==> src/rtl/pcs_pkg.sv <==
package pcs_pkg;

  typedef enum logic [1:0] {
    CLS_NORMAL = 2'b00,
    CLS_SKIPCLR = 2'b01,
    CLS_CALL = 2'b10,
    CLS_RETURN = 2'b11
  } instrClass_e;

  typedef struct packed {
    logic loadCall;
    logic loadRet;
    logic push;
    logic pop;
  } pcsCtrl_t;

endpackage

==> src/rtl/pcs_control.sv <==
module pcs_control
  import pcs_pkg::*;
(
  input  logic        clk,
  input  logic        rst,
  input  logic [1:0]  instrClass,
  input  logic        testBit,
  output pcsCtrl_t    ctrl,
  output logic        flush
);

  logic flushQ;
  logic active;
  logic flushNext;
  instrClass_e cls;

  assign cls    = instrClass_e'(instrClass);
  assign active = !flushQ;

  always_comb begin
    ctrl          = '0;
    flushNext     = 1'b0;
    if (active) begin
      unique case (cls)
        CLS_CALL: begin
          ctrl.loadCall = 1'b1;
          ctrl.push     = 1'b1;
          flushNext     = 1'b1;
        end
        CLS_RETURN: begin
          ctrl.loadRet = 1'b1;
          ctrl.pop     = 1'b1;
          flushNext    = 1'b1;
        end
        CLS_SKIPCLR: flushNext = !testBit;
        default: flushNext = 1'b0;
      endcase
    end
  end

  always_ff @(posedge clk) begin
    if (rst) flushQ <= 1'b0;
    else     flushQ <= flushNext;
  end

  assign flush = flushQ;

endmodule

==> src/rtl/pcs_return_stack.sv <==
module pcs_return_stack #(
  parameter int PC_W = 13,
  parameter int DEPTH = 8
) (
  input  logic            clk,
  input  logic            rst,
  input  logic            push,
  input  logic            pop,
  input  logic [PC_W-1:0] pushVal,
  output logic [PC_W-1:0] topVal
);

  localparam int SP_W = (DEPTH > 1) ? $clog2(DEPTH) : 1;

  logic [SP_W-1:0] sp;
  logic [SP_W-1:0] spPrev;
  logic [PC_W-1:0] entry [DEPTH];

  assign spPrev = (sp == '0) ? SP_W'(DEPTH - 1) : sp - 1'b1;

  genvar gi;
  generate
    for (gi = 0; gi < DEPTH; gi++) begin : g_slot
      always_ff @(posedge clk) begin
        if (push && (sp == SP_W'(gi))) entry[gi] <= pushVal;
      end
    end
  endgenerate

  always_ff @(posedge clk) begin
    if (rst) sp <= '0;
    else if (push) sp <= (sp == SP_W'(DEPTH - 1)) ? '0 : sp + 1'b1;
    else if (pop) sp <= spPrev;
  end

  assign topVal = entry[spPrev];

endmodule

==> src/rtl/pcs_datapath.sv <==
module pcs_datapath
  import pcs_pkg::*;
#(
  parameter int PC_W = 13,
  parameter int IMM_W = 11,
  parameter int PAGE_W = 8,
  parameter int PAGE_LO = 3,
  parameter int DEPTH = 8
) (
  input  logic              clk,
  input  logic              rst,
  input  pcsCtrl_t          ctrl,
  input  logic [IMM_W-1:0]  immAddr,
  input  logic [PAGE_W-1:0] pageLatch,
  output logic [PC_W-1:0]   pc
);

  localparam int PG_BITS = PC_W - IMM_W;

  logic [PC_W-1:0] callTarget;
  logic [PC_W-1:0] retTarget;
  logic [PC_W-1:0] pcNext;

  assign callTarget = {pageLatch[PAGE_LO+PG_BITS-1:PAGE_LO], immAddr};

  pcs_return_stack #(.PC_W(PC_W), .DEPTH(DEPTH)) u_stack (
    .clk(clk),
    .rst(rst),
    .push(ctrl.push),
    .pop(ctrl.pop),
    .pushVal(pc),
    .topVal(retTarget)
  );

  always_comb begin
    if (ctrl.loadCall)     pcNext = callTarget;
    else if (ctrl.loadRet) pcNext = retTarget;
    else                   pcNext = pc + 1'b1;
  end

  always_ff @(posedge clk) begin
    if (rst) pc <= '0;
    else     pc <= pcNext;
  end

endmodule

==> src/rtl/pc_sequencer.sv <==
module pc_sequencer
  import pcs_pkg::*;
#(
  parameter int PC_W = 13,
  parameter int IMM_W = 11,
  parameter int PAGE_W = 8,
  parameter int PAGE_LO = 3,
  parameter int DEPTH = 8
) (
  input  logic              clk,
  input  logic              rst,
  input  logic [1:0]        instrClass,
  input  logic [IMM_W-1:0]  immAddr,
  input  logic              testBit,
  input  logic [PAGE_W-1:0] pageLatch,
  output logic [PC_W-1:0]   fetchAddr,
  output logic              flush,
  output logic [PC_W-1:0]   pushData,
  output logic              pushStrobe
);

  pcsCtrl_t ctrl;

  pcs_control u_ctrl (
    .clk(clk),
    .rst(rst),
    .instrClass(instrClass),
    .testBit(testBit),
    .ctrl(ctrl),
    .flush(flush)
  );

  pcs_datapath #(
    .PC_W(PC_W), .IMM_W(IMM_W), .PAGE_W(PAGE_W), .PAGE_LO(PAGE_LO), .DEPTH(DEPTH)
  ) u_dp (
    .clk(clk),
    .rst(rst),
    .ctrl(ctrl),
    .immAddr(immAddr),
    .pageLatch(pageLatch),
    .pc(fetchAddr)
  );

  assign pushData   = fetchAddr;
  assign pushStrobe = ctrl.push;

endmodule

==> config.mk <==
export PLATFORM = sky130hd
export DESIGN_NAME = pc_sequencer
export DESIGN_NICKNAME = d
export VERILOG_FILES = /design/src/rtl/pcs_pkg.sv /design/src/rtl/pcs_control.sv /design/src/rtl/pcs_return_stack.sv /design/src/rtl/pcs_datapath.sv /design/src/rtl/pc_sequencer.sv
export SDC_FILE = /design/constraint.sdc
export NUM_CORES = 1
export LEC_CHECK = 0
export BUFFER_PORTS_ARGS = -buffer_cell sky130_fd_sc_hd__buf_2
export CAP_MARGIN = 40
export CELL_PAD_IN_SITES_DETAIL_PLACEMENT = 2
export CELL_PAD_IN_SITES_GLOBAL_PLACEMENT = 2
export CORE_UTILIZATION = 44
export CTS_CLUSTER_SIZE = 40
export DETAILED_ROUTE_END_ITERATION = 16
export PLACE_DENSITY = 0.91
export SLEW_MARGIN = 0
export SYNTH_ARGS = -nofsm -noshare
export SYNTH_HDL_FRONTEND = slang
export SYNTH_SLANG_ARGS = --single-unit
==> constraint.sdc <==
create_clock -name clk -period 4.6 [get_ports clk]
set_input_delay 0 -clock clk [delete_from_list [all_inputs] [get_ports clk]]
set_output_delay 0 -clock clk [all_outputs]
set_load 0.02 [all_outputs]
=== Word-level counts from Yosys, hierarchy flattened ===
Memory sizes are Yosys's and may differ from the RTL's.
Cells that the tools add are included.

* Register bits: 17
* RAM bits: 104
* Bits of input ports: 24
* Output and inout port bits: 28
* Logic and storage cells: 84
* Memories kept: 1

{| class="wikitable"
|+ Memory list
! memory !! words !! width !! read ports !! clocked after memory_dff !! wr ports !! line !! RTL
|-
| u_dp.u_stack.entry || 8 || 13 || 1 || 0 || 1 || pcs_return_stack.sv:17 || <nowiki>logic [PC_W-1:0] entry [DEPTH];</nowiki>
|}

* Add/subtract/negate cells: 3
* Equal/unequal tests: 10
* Mux-type cells: 47
* Reduce and logical (&&, ||, !) cells: 20

{| class="wikitable"
|+ Operators by type and width
! kind !! count
|-
| 13-bit two-way mux || 9
|-
| 13-bit OR reduction || 7
|-
| 3-bit two-way mux || 11
|-
| 1-bit two-way mux || 25
|-
| 13-bit by 1-bit adder with 13-bit output (second input constant) || 1
|-
| 3-bit equality test (second input constant) || 4
|-
| 1-bit logical AND || 8
|-
| 3-bit by 2-bit equality test with 1-bit output (second input constant) || 2
|-
| 2-bit equality test (second input constant) || 2
|-
| 4-bit two-way mux || 1
|-
| 2-bit OR reduction || 2
|-
| 3-bit by 1-bit adder with 3-bit output (second input constant) || 1
|-
| 3-bit by 1-bit equality test with 1-bit output (second input constant) || 1
|-
| 3-bit logical NOT || 1
|-
| 3-bit by 1-bit subtractor with 3-bit output (second input constant) || 1
|-
| 2-bit by 1-bit equality test with 1-bit output (second input constant) || 1
|-
| 1-bit one-hot mux with 2 select lines || 1
|-
| 2-bit nonzero test || 1
|-
| 1-bit logical NOT || 1
|}

=== Logic depth before layout (Yosys ltp) ===
Gate-level depths: netlist (run 1).

* Word-level depth: 14
* Depth in mapped cells: 10
* Gate-level depth less buffers: 7

=== Cells and area by module ===
A second synthesis (run 1) with hierarchy kept.

* Cells, all modules: 400
* Area total of the unflattened synthesis: 5554.1 µm²

{| class="wikitable"
|+ By module, submodules not included
! module !! times used !! cells each !! area an instance (µm²) !! sequential area each (µm²)
|-
| pcs_return_stack || 1 || 285 || 4581.9 || 3183.1
|-
| pcs_datapath || 1 || 94 || 804.5 || 260.2
|-
| pc_sequencer || 1 || 13 || 97.6 || 0.0
|-
| pcs_control || 1 || 8 || 70.1 || 20.0
|}

=== Worst setup path after synthesis (run 1) ===
OpenSTA, ideal clock, no wires.

* Kind: reg2reg
* Start point: register u_dp.u_stack.sp[0]
* End point: register u_dp.pc[11]
* Library setup time: 0.079 ns
* Data arrival time: 1.987 ns
* Data required time: 4.521 ns
* Path slack: 2.534 ns
* Cell stages (with the launch flop): 11
* Buffers on the path: 3
* Cells stage by stage: dfxtp_1 > buf_2 > inv_1 > ha_1 > buf_4 > buf_4 > mux2i_1 > a22oi_1 > o221ai_2 > o211a_1 > a211oi_2

* Cells in the longest elaborated chain, start to end: 5
* Elaborated cells between the ends (all ways): 6
* Classes of those cells: add/sub (1); mux (3); reduce/logical (1); memory (1)

{| class="wikitable"
|+ Ends and longest elaborated chain
! item !! line !! RTL
|-
| start, declared || pcs_return_stack.sv:15 || <nowiki>logic [SP_W-1:0] sp;</nowiki>
|-
| start signal, assigned || pcs_return_stack.sv:32 || <nowiki>else if (push) sp <= (sp == SP_W'(DEPTH - 1)) ? '0 : sp + 1'b1;</nowiki>
|-
| start signal, assigned || pcs_return_stack.sv:33 || <nowiki>else if (pop) sp <= spPrev;</nowiki>
|-
| 3-bit by 1-bit subtractor with 3-bit output or 3-bit logical NOT (tied branches) || pcs_return_stack.sv:19 || <nowiki>assign spPrev = (sp == '0) ? SP_W'(DEPTH - 1) : sp - 1'b1;</nowiki>
|-
| 3-bit two-way mux * || pcs_return_stack.sv:19 ||
|-
| memory read 8 x 13 bit * || - ||
|-
| 13-bit two-way mux * || pcs_datapath.sv:37 || <nowiki>else if (ctrl.loadRet) pcNext = retTarget;</nowiki>
|-
| 13-bit two-way mux * || pcs_datapath.sv:36 || <nowiki>if (ctrl.loadCall) pcNext = callTarget;</nowiki>
|-
| end signal, assigned || pcs_datapath.sv:43 || <nowiki>else pc <= pcNext;</nowiki>
|-
| end, declared || pcs_datapath.sv:15 || <nowiki>output logic [PC_W-1:0] pc</nowiki>
|}

Mark *: on every way between the ends. The rest lies on a longest branch, timed or not.
A chain may end at the register's enable or synchronous reset.

=== Final worst setup path (run 1) ===
* Start point: register u_dp.u_stack.sp[1]
* End point: register u_dp.pc[11]

The elaborated chain is that of the path after synthesis.

==> results.txt, run 1 <==
The flow ran to the end, and the final reports show no timing, DRC or antenna violations. Clock tree synthesis selected as its root buffer the cell sky130_fd_sc_hd__clkbuf_16. For the worst-skew pair, the clock arrives at the later sink with an insertion delay of 0.43 ns. The die is around 110 um tall. Headroom to the max-slew limit came out at 40.24%. Setup repair after global routing left no endpoint under its margin.

The global route total overflow is 0. The number of primary I/O pins came out at 52. The post-route clock skew came out at 0.01727 ns. After the first detailed-routing iteration, the DRC count stood at 300. After synthesis, the cell types taking the most area are sky130_fd_sc_hd__edfxtp_1 (59%), sky130_fd_sc_hd__dfxtp_1 (6.4%), sky130_fd_sc_hd__mux2i_1 (4.7%). The detailed-routing iteration count for the pre-antenna-repair pass is 5.

The met2 track utilization from global routing is 48.53%. The number of vias per cell is between 6 and 7. The flop and latch count out of synthesis is about 120.

The average wire length per cell after detail routing is 31.64 um. In the synthesized netlist, the cells that appear most often are sky130_fd_sc_hd__edfxtp_1 (104), sky130_fd_sc_hd__nor2_1 (43), sky130_fd_sc_hd__mux2i_1 (25), sky130_fd_sc_hd__a22oi_1 (22), sky130_fd_sc_hd__o221ai_1 (19). Clock-pin slew was measured on the worst setup and hold paths at about 0.070 ns.

The final net count came out at 464. The congestion estimate from routability-driven global placement came to 0.7827. The post-CTS setup-driven buffer insertion count is 0. The utilization after layout came out at 54.05%. The wire-length estimate of the detail-placed layout is ~9.5 mm.

The number of pins exceeding their max-slew limit in the final report came out at 0. Among all flip-flop cells after synthesis, the most frequent one is sky130_fd_sc_hd__edfxtp_1. The total count of hold-check failures in the final report is 0.

The number of antenna violations at the first check in global routing is 0. Cells with a size suffix above 1 make up 20.99% of the layout. The portion of the clock cycle consumed by the worst path in the final layout came out at 67.76%. The type of the setup path with the least slack is reg2reg.

The maximum number of pins on one net before global-route repair is 57. The worst setup path is launched from a register. The met3 track utilization from global routing is 5.607%.

The number of synthesis warnings came out at 0. The layer flagged by global routing as most heavily used is met2. The count of antenna-violating nets left after detailed routing came out at 0. The most frequent cell after synthesis is sky130_fd_sc_hd__edfxtp_1. Setup violations remaining at the end of the flow were counted as 0.

The count of H-tree levels built during CTS is 4. The longest clock path from root to sink contains 2 buffers. Clock tree synthesis found a total of ~120 sinks.

The sequential fraction of the synthesis area came out at 65.27%. The number of max-cap violations is 0. In this run the power density over the cells is slightly below 500 mW/mm2.

The top achievable clock speed is 320.8 MHz. After synthesis, the largest area contributor takes up 58.85% of total cell area. The leakage power figure came out at 2.215 nW. The floorplan has 39 rows. The required time at the worst-slack endpoint is 4.95 ns. The path category of the worst min-delay check is in2reg. The number of nets produced by synthesis came out at 421. The die area came out at 0.01250 mm2.

The cell count after synthesis came out at around 390. TritonCTS built the clock tree. The region available for standard cell placement spans 0.01156 mm2.

The signal arrival time at the worst endpoint came out at 3.47 ns. The worst vdd rail ir drop came out at roughly 0.00028 V. The total routing usage reported by global routing came out at 29.60%.

For this configuration, the core starts out at a cell density of 45.88%. The remaining design rule violation count is 0. The number of library cell types mapped by synthesis is 49. The per-instance average area after synthesis came out at 13.64 um2. The number of enable-type register cells in the synthesized netlist came out at roughly 100.

The total negative slack for setup checks is 0 ns. The layout overhead on the synthesized area came out at 17.80%. The number of antenna repair diodes is 0. Counting I/O delays and the setup requirement, the final critical path takes 3.117 ns. The fraction of synthesis flops using an asynchronous set or reset pin came out at 0%.

After detailed routing, the total wire length is around 19 mm. After synthesis the cells add up to 0.005306 mm2. For this block, the via count after detailed routing is 3738. The total chip power is between 3 and 4 mW.

The first global-routing pass estimated 26.19 mm of wire. The via count of the first global-routing pass is 4117. The fraction of met1 tracks used by global routing is 37.17%. The die is 111.8 um wide. The largest total area in the synthesized netlist belongs to sky130_fd_sc_hd__edfxtp_1. The top fanout value on the critical path is 29. The worst setup path is captured at a register. The count of port buffers added during placement is 45. The number of clock buffers added by TritonCTS is 17.

The actual transition at the worst max-transition pin is 0.8964 ns.
path summary, 6_finish.rpt:
check                             startpoint                         endpoint  slack (ns)  depth (start not counted)
max          u_dp.u_stack.sp[1]$_SDFFE_PP0P_           u_dp.pc[11]$_SDFF_PP0_        1.48                          8
min                                      rst  u_dp.u_stack.sp[2]$_SDFFE_PP0P_        0.05                          2
max reg2reg  u_dp.u_stack.sp[1]$_SDFFE_PP0P_           u_dp.pc[11]$_SDFF_PP0_        1.48                          8
min reg2reg          u_ctrl.flush$_SDFF_PP0_          u_ctrl.flush$_SDFF_PP0_        0.60                          1
cell usage in the layout (no fill, tap or decap), drive strengths merged, types with 6 or more instances in the layout:
cell type,netlist,routed
o221ai,21,21
clkbuf,8,28
dlygate4sd3,0,11
ha,8,8
buf,32,53
and3,6,6
a22oi,22,22
nor2,44,44
a311oi,7,7
xnor2,8,8
mux2i,25,25
nand2,7,7
a31oi,6,6
a21oi,11,11
edfxtp,104,104
dfxtp,17,17
nor3,6,6
a211oi,6,6
inv,10,10
flip-flops by register name, indices dropped and copies added, names as in the netlist:
signal	cells
u_dp.u_stack.entry	104
u_dp.pc	13
u_dp.u_stack.sp	3
u_ctrl.flush	1
report_power, final:
part,switching (mW),internal (mW)
sequential,0.0594,1.24
clock,0.489,0.853
combinational,0.249,0.117
total,0.798,2.21
critical path: stages (launching register included):
cell	delay, ns
sky130_fd_sc_hd__dfxtp_1	0.50
sky130_fd_sc_hd__inv_1	0.18
sky130_fd_sc_hd__ha_2	0.83
sky130_fd_sc_hd__buf_4	0.49
sky130_fd_sc_hd__mux2i_1	0.14
sky130_fd_sc_hd__a22oi_1	0.26
sky130_fd_sc_hd__o221ai_1	0.20
sky130_fd_sc_hd__o211a_1	0.22
sky130_fd_sc_hd__a211oi_2	0.20
layer usage:
| layer | up-vias | part of all wire (%) | wire length, um |
|---|---|---|---|
| met5 | - | 0 | 0 |
| met4 | 0 | 4.2 | 773 |
| met3 | 51 | 4.7 | 880 |
| met2 | 152 | 50 | 9293 |
| met1 | 1953 | 41 | 7596 |
| li1 | 1582 | - | - |
final cells by class:
cell class,count,area (um2)
fillers,1041,5314
clock buffers,28,546.8
inverters,11,41.29
multi-input cells,217,1570
repair buffers,64,414.1
well taps,143,178.9
flip-flops and latches,121,3465
clock inverters,2,35.03
cells by family (layout without fill, tap and decap cells):
kind of cell | after synthesis | count (layout) | share of synthesized area, %
DFF | 121 | 121 | 65.27
xor gates and xnor gates | 11 | 11 | 1.816
buffers and inverters | 51 | 105 | 5.235
and+or+nand+nor | 86 | 86 | 7.970
adders and majority gates | 8 | 8 | 1.886
AOI/OAI and AO/OA | 86 | 86 | 12.90
muxes | 26 | 26 | 4.928
repair_timing:
item | in CTS | in global routing
endpoints found under the hold margin | 10 | 0
hold buffers | 11 | 0
resized for setup | 0 | 0
metrics by stage:
stage / area (um2) / std cells / hold WS (ns) / setup slack (ns)
floorplan: 5306 / 389 / 0.1674 / 2.534
global placement: 5518 / 542 / 0.2961 / 1.929
detailed placement: 5533 / 543 / 0.3071 / 1.667
CTS: 6225 / 584 / 0.03784 / 1.657
global route: 6251 / 586 / 0.05559 / 1.364
finish: 6251 / 586 / 0.04607 / 1.483
Note: power is estimated with default switching activity, not from simulation.
==> inputs of run 2 (changes only) <==
- ABC_AREA: unset -> 1
- CORE_UTILIZATION: 44 -> 34
- PLACE_DENSITY: 0.91 -> 0.83
- clock period: 4.6 -> 2.5 ns (I/O delays scaled with it)
==> run 2 against run 1 <==
  * Maximum frequency rose by 32%
  * Synthesized cell count grew 46%
  * Power rose by 79%
  * Core utilization decreased by 11 points
  * Sequential share of layout area is 4.4 points lower
  * Clock skew down 0.0031 ns
  * Register-to-register slack lost 1.3 ns
  * Critical path type unchanged
  * Final cell count up 49%
  * Hold slack improved by 0.028 ns
  * Combinational power is 96% higher
==> results.txt, run 2 <==
The flow ran to the end, and the final reports show no timing, DRC or antenna violations. The placed instance area came out at around 0.006 mm2. Setup repair after global routing left no endpoint under its margin. The total count of hold-check failures in the final report came to 0. The post-synthesis instance area is 0.005547 mm2. The synthesized design contains 121 register bits. The synthesized-area fraction occupied by ao, oa, aoi and oai cells came out at 5.978%. The setup path with the least slack is of type reg2reg. The count of filler cells inserted in the layout came out at 1714. The leading cell type in the layout, fill and taps excluded is sky130_fd_sc_hd__nand2_1.

The number of nets produced by synthesis came out at 600. The share of final-layout standard cells stronger than drive strength 1 is 18.11%. The fraction of power consumed by sequential logic is a little over two fifths.

The headroom to the max-slew limit is 62.52%. The startpoint of the most critical hold path is instrClass[1]. The most used flip-flop cell after synthesis is sky130_fd_sc_hd__edfxtp_1. The leakage power figure is 2.879 nW. The fraction of synthesized area in multiplexers is 0%.

The number of standard cells after synthesis came out at ~570. The vias after detailed routing is 4512. The via count of the first global-routing pass is 5094.

Of all cell types, the one taking the most synthesized area is sky130_fd_sc_hd__edfxtp_1. STA classifies the critical path endpoint as a register. The tightest min-delay check is of the in2reg type. The endpoint identified for the worst register-to-register timing path is u_dp.pc[9]$_SDFF_PP0_. The global route total overflow is 0. Relative to the synthesized area, the layout overhead comes to 22.29%.

The number of antenna repair diodes came out at 0. In this run the critical register-to-register path is launched from u_dp.u_stack.sp[1]$_SDFFE_PP0P_. The minimum clock period after layout came out at 2.354 ns. The cell count of the worst hold path is 5.

The floorplan step defined a core boundary enclosing roughly 0.016 mm2. The floorplan die height came out at 129.7 um. The sequential fraction of the synthesis area came out at 62.44%. The largest register by flop count is u_dp.u_stack.entry.

The fraction of the mapped netlist area in simple logic gates came out at roughly a fifth. The number of primary I/O pins is 52. The number of antenna violations at the first check in global routing came out at 0. The minimum setup slack among reg-to-reg paths came out at around 0.15 ns. In the layout the commonest cells are sky130_fd_sc_hd__nand2_1 (117), sky130_fd_sc_hd__edfxtp_1 (104), sky130_fd_sc_hd__nor2_1 (92), sky130_fd_sc_hd__inv_1 (58), sky130_fd_sc_hd__nand3_1 (51). The remaining design rule violation count came out at 0. Setup violations remaining at the end of the flow were counted as 0. Counting cells, the worst reg-to-reg path comes to 11. The fraction of synthesis flops using an asynchronous set or reset pin is 0%. The clock tree from TritonCTS is yes. The final cell area excluding filler cells came out at a little under 0.007 mm2.

The number of clock buffers inserted by TritonCTS came out at 17. The first global-routing pass estimated 30.18 mm of wire. The clock passes through at most 2 buffers. The required time at the worst-slack endpoint is 2.83 ns. In this run the power spent charging and discharging nets is around 1.5 mW. The post-route clock skew is about 0.014 ns.

The internal power consumption is 3.881 mW. The per-instance average area after synthesis is around 10 um2. The top fanout value on the critical path came out at between 40 and 50. The final net count is between 600 and 700.

The post-detailed-placement half-perimeter wirelength is 11.64 mm. Buffers placed on the I/O ports in this run total 45. After synthesis, the most frequently instantiated cells are sky130_fd_sc_hd__nand2_1 (117), sky130_fd_sc_hd__edfxtp_1 (104), sky130_fd_sc_hd__nor2_1 (93), sky130_fd_sc_hd__inv_1 (58), sky130_fd_sc_hd__nand3_1 (51). The final RePlAce weighted congestion came out at 0.8141.

After synthesis, the cell types taking the most area are sky130_fd_sc_hd__edfxtp_1 (56%), sky130_fd_sc_hd__nand2_1 (7.9%), sky130_fd_sc_hd__nor2_1 (6.3%). The number of placement rows is 46. The die boundary width came out at roughly 130 um.

The count of antenna-violating nets left after detailed routing came out at 0. The top achievable clock speed is roughly 420 MHz. The starting density of the core is between 30% and 40%. Net switching is 27.76% of the power.

The number of synthesis warnings is 0. The number of pins exceeding their max-slew limit in the final report is 0. The portion of the clock cycle consumed by the worst path in the final layout came out at 94.17%. For hold timing, the worst endpoint is u_dp.u_stack.sp[0]$_SDFFE_PP0P_. The clock network accounts for 42.7% of the total power. For the pin with the worst max-slew slack, the measured transition is around 0.56 ns. The adder-cell area share of the yosys netlist came out at 1.805%. Yosys instantiated no cell more often than sky130_fd_sc_hd__nand2_1. The maximum number of pins on one net before global-route repair is 44. At the worst endpoint, the arrival time is 2.68 ns. The routed design has 19.86 mm of wire.

The number of vias per cell came out at 5.168. The largest family of logic cells by synthesized area is simple AND/OR/NAND/NOR gates. The synthesized netlist contains 30 unique library cells. Max-cap violations in this run came to 0. In the final layout, the registers with the most flip-flops are u_dp.u_stack.entry: 104 flops, u_dp.pc: 13 flops, u_dp.u_stack.sp: 3 flops. The number of clock sinks is 121. Yosys mapped a number of flops with a built-in enable equal to about 100. The power per cell area came out at 792.0 mW/mm2. The die area is around 0.017 mm2. The first TritonRoute pass finished after 5 iterations.

The clock latency reported for the late side of the worst-skew pair is 0.43 ns. The nature of the critical path startpoint is a register. Across every metal layer, demand over resource in global routing totals 25.18%. The flip-flop count of the largest register after layout is 104. The count of H-tree levels built during CTS came out at 4. The post-CTS setup-driven buffer insertion count is 0. The violation count after the first detailed-routing iteration came out at between 300 and 400.

The xor and xnor area share after synthesis came out at 0.4737%. The clock-pin slew reported for the worst setup and hold paths after clock tree synthesis came out at approximately 0.060 ns. Summed over its instances, the top area cell type makes up 56.30% of the synthesized netlist area. The total negative slack for setup checks came out at 0 ns.

Dividing the detail-routed wire length by the instance count gives 22.75 um. The combinational cell fraction of total power came out at 13.4%. The cell at the root of the clock tree is sky130_fd_sc_hd__clkbuf_16. The worst vdd rail ir drop is 0.0005121 V.
==> run 2: cell types whose count changed after synthesis, moves of 6 or more <==
cell                       delta
sky130_fd_sc_hd__o221ai_1    -19
sky130_fd_sc_hd__o21ai_1      +8
sky130_fd_sc_hd__a22oi_1     -22
sky130_fd_sc_hd__inv_1       +48
sky130_fd_sc_hd__nand3_1     +47
sky130_fd_sc_hd__o21ai_0     +36
sky130_fd_sc_hd__a311oi_1     -7
sky130_fd_sc_hd__mux2i_1     -25
sky130_fd_sc_hd__and3_1       -6
sky130_fd_sc_hd__nand2_1    +110
sky130_fd_sc_hd__nor2_1      +50
sky130_fd_sc_hd__xnor2_1      -7
==> run 2: cells by family (layout without fill, tap and decap cells) <==
| group | count (synthesis) | in the layout |
|---|---|---|
| flip-flops | 121 | 121 |
| AO/OA/AOI/OAI | 63 | 63 |
| buffers and inverters | 96 | 185 |
| adder cells (fa/ha/maj) | 8 | 8 |
| AND/OR/NAND/NOR | 277 | 277 |
| XOR/XNOR | 3 | 3 |
==> run 2: worst max-delay path: stages, from the launching register on <==
cell,delay [ns]
sky130_fd_sc_hd__dfxtp_1,0.43
sky130_fd_sc_hd__inv_1,0.15
sky130_fd_sc_hd__ha_1,0.27
sky130_fd_sc_hd__nand2_4,0.20
sky130_fd_sc_hd__nand2_4,0.33
sky130_fd_sc_hd__nand2_1,0.20
sky130_fd_sc_hd__nand3_1,0.09
sky130_fd_sc_hd__nand2_1,0.07
sky130_fd_sc_hd__nand2_1,0.08
sky130_fd_sc_hd__nand2_1,0.13
sky130_fd_sc_hd__nor2_1,0.06
sky130_fd_sc_hd__nor2_1,0.21
==> run 2: power groups by stage <==
stage,Combinational [mW],Clock [mW],Sequential (mW)
6_report,0.719,2.29,2.36
5_1_grt,0.777,2.39,2.37
4_1_cts,0.705,2.29,2.36
3_5_place_dp,0.663,0,2.40
3_3_place_gp,0.619,0,2.39
2_1_floorplan,0.400,0,2.41
==> run 2: how the worst max path moves through the flow <==
stage                               startpoint                                  to  slack [ns]  cells after the start
6_report       u_dp.u_stack.sp[1]$_SDFFE_PP0P_               u_dp.pc[9]$_SDFF_PP0_        0.15                     11
5_1_grt        u_dp.u_stack.sp[1]$_SDFFE_PP0P_               u_dp.pc[5]$_SDFF_PP0_        0.02                     11
4_1_cts        u_dp.u_stack.sp[1]$_SDFFE_PP0P_               u_dp.pc[8]$_SDFF_PP0_        0.03                     10
3_5_place_dp   u_dp.u_stack.sp[1]$_SDFFE_PP0P_               u_dp.pc[7]$_SDFF_PP0_        0.09                     10
3_3_place_gp   u_dp.u_stack.sp[1]$_SDFFE_PP0P_              u_dp.pc[10]$_SDFF_PP0_        0.30                      9
2_1_floorplan          u_ctrl.flush$_SDFF_PP0_  u_dp.u_stack.entry[4][0]$_DFFE_PP_      -0.006                      6
==> run 2: metrics by stage <==
step	std cells	hold WS (ns)	total power [mW]	util (%)	setup WS, ns
2_1_floorplan	568	0.04172	2.810	-	-0.005751
3_3_place_gp	824	0.2703	3.008	38.20	0.2952
3_5_place_dp	824	0.2924	3.060	38.20	0.09212
4_1_cts	873	0.06206	5.351	42.63	0.02862
5_1_grt	873	0.1151	5.538	42.70	0.02245
6_report	873	0.07449	5.372	42.70	0.1457
==> run 2: metal layers <==
metal  vias to the layer above  track usage [%]  wire [um]
met5                         -                0          0
met4                         0            13.13        716
met3                        45            4.100        601
met2                       116            43.06      10160
met1                      2335            30.68       8379
li1                       2016                -          -
==> run 2: layout make-up <==
class	count	area, um2	share of cell area [%]
sequential	121	3463	51.06
multi-input combinational	351	1650	24.33
inverter	61	232.7	3.431
clock buffer	23	457.9	6.752
clock inverter	9	75.07	1.107
tap	216	270.3	3.984
timing repair buffer	92	633.1	9.334
==> run 2: what timing repair did <==
action | 4_1_cts | 5_1_grt
hold endpoints to repair | 15 | 0
resized for setup | 0 | 3
endpoints found under the setup margin | 0 | 13
hold buffers | 17 | 0
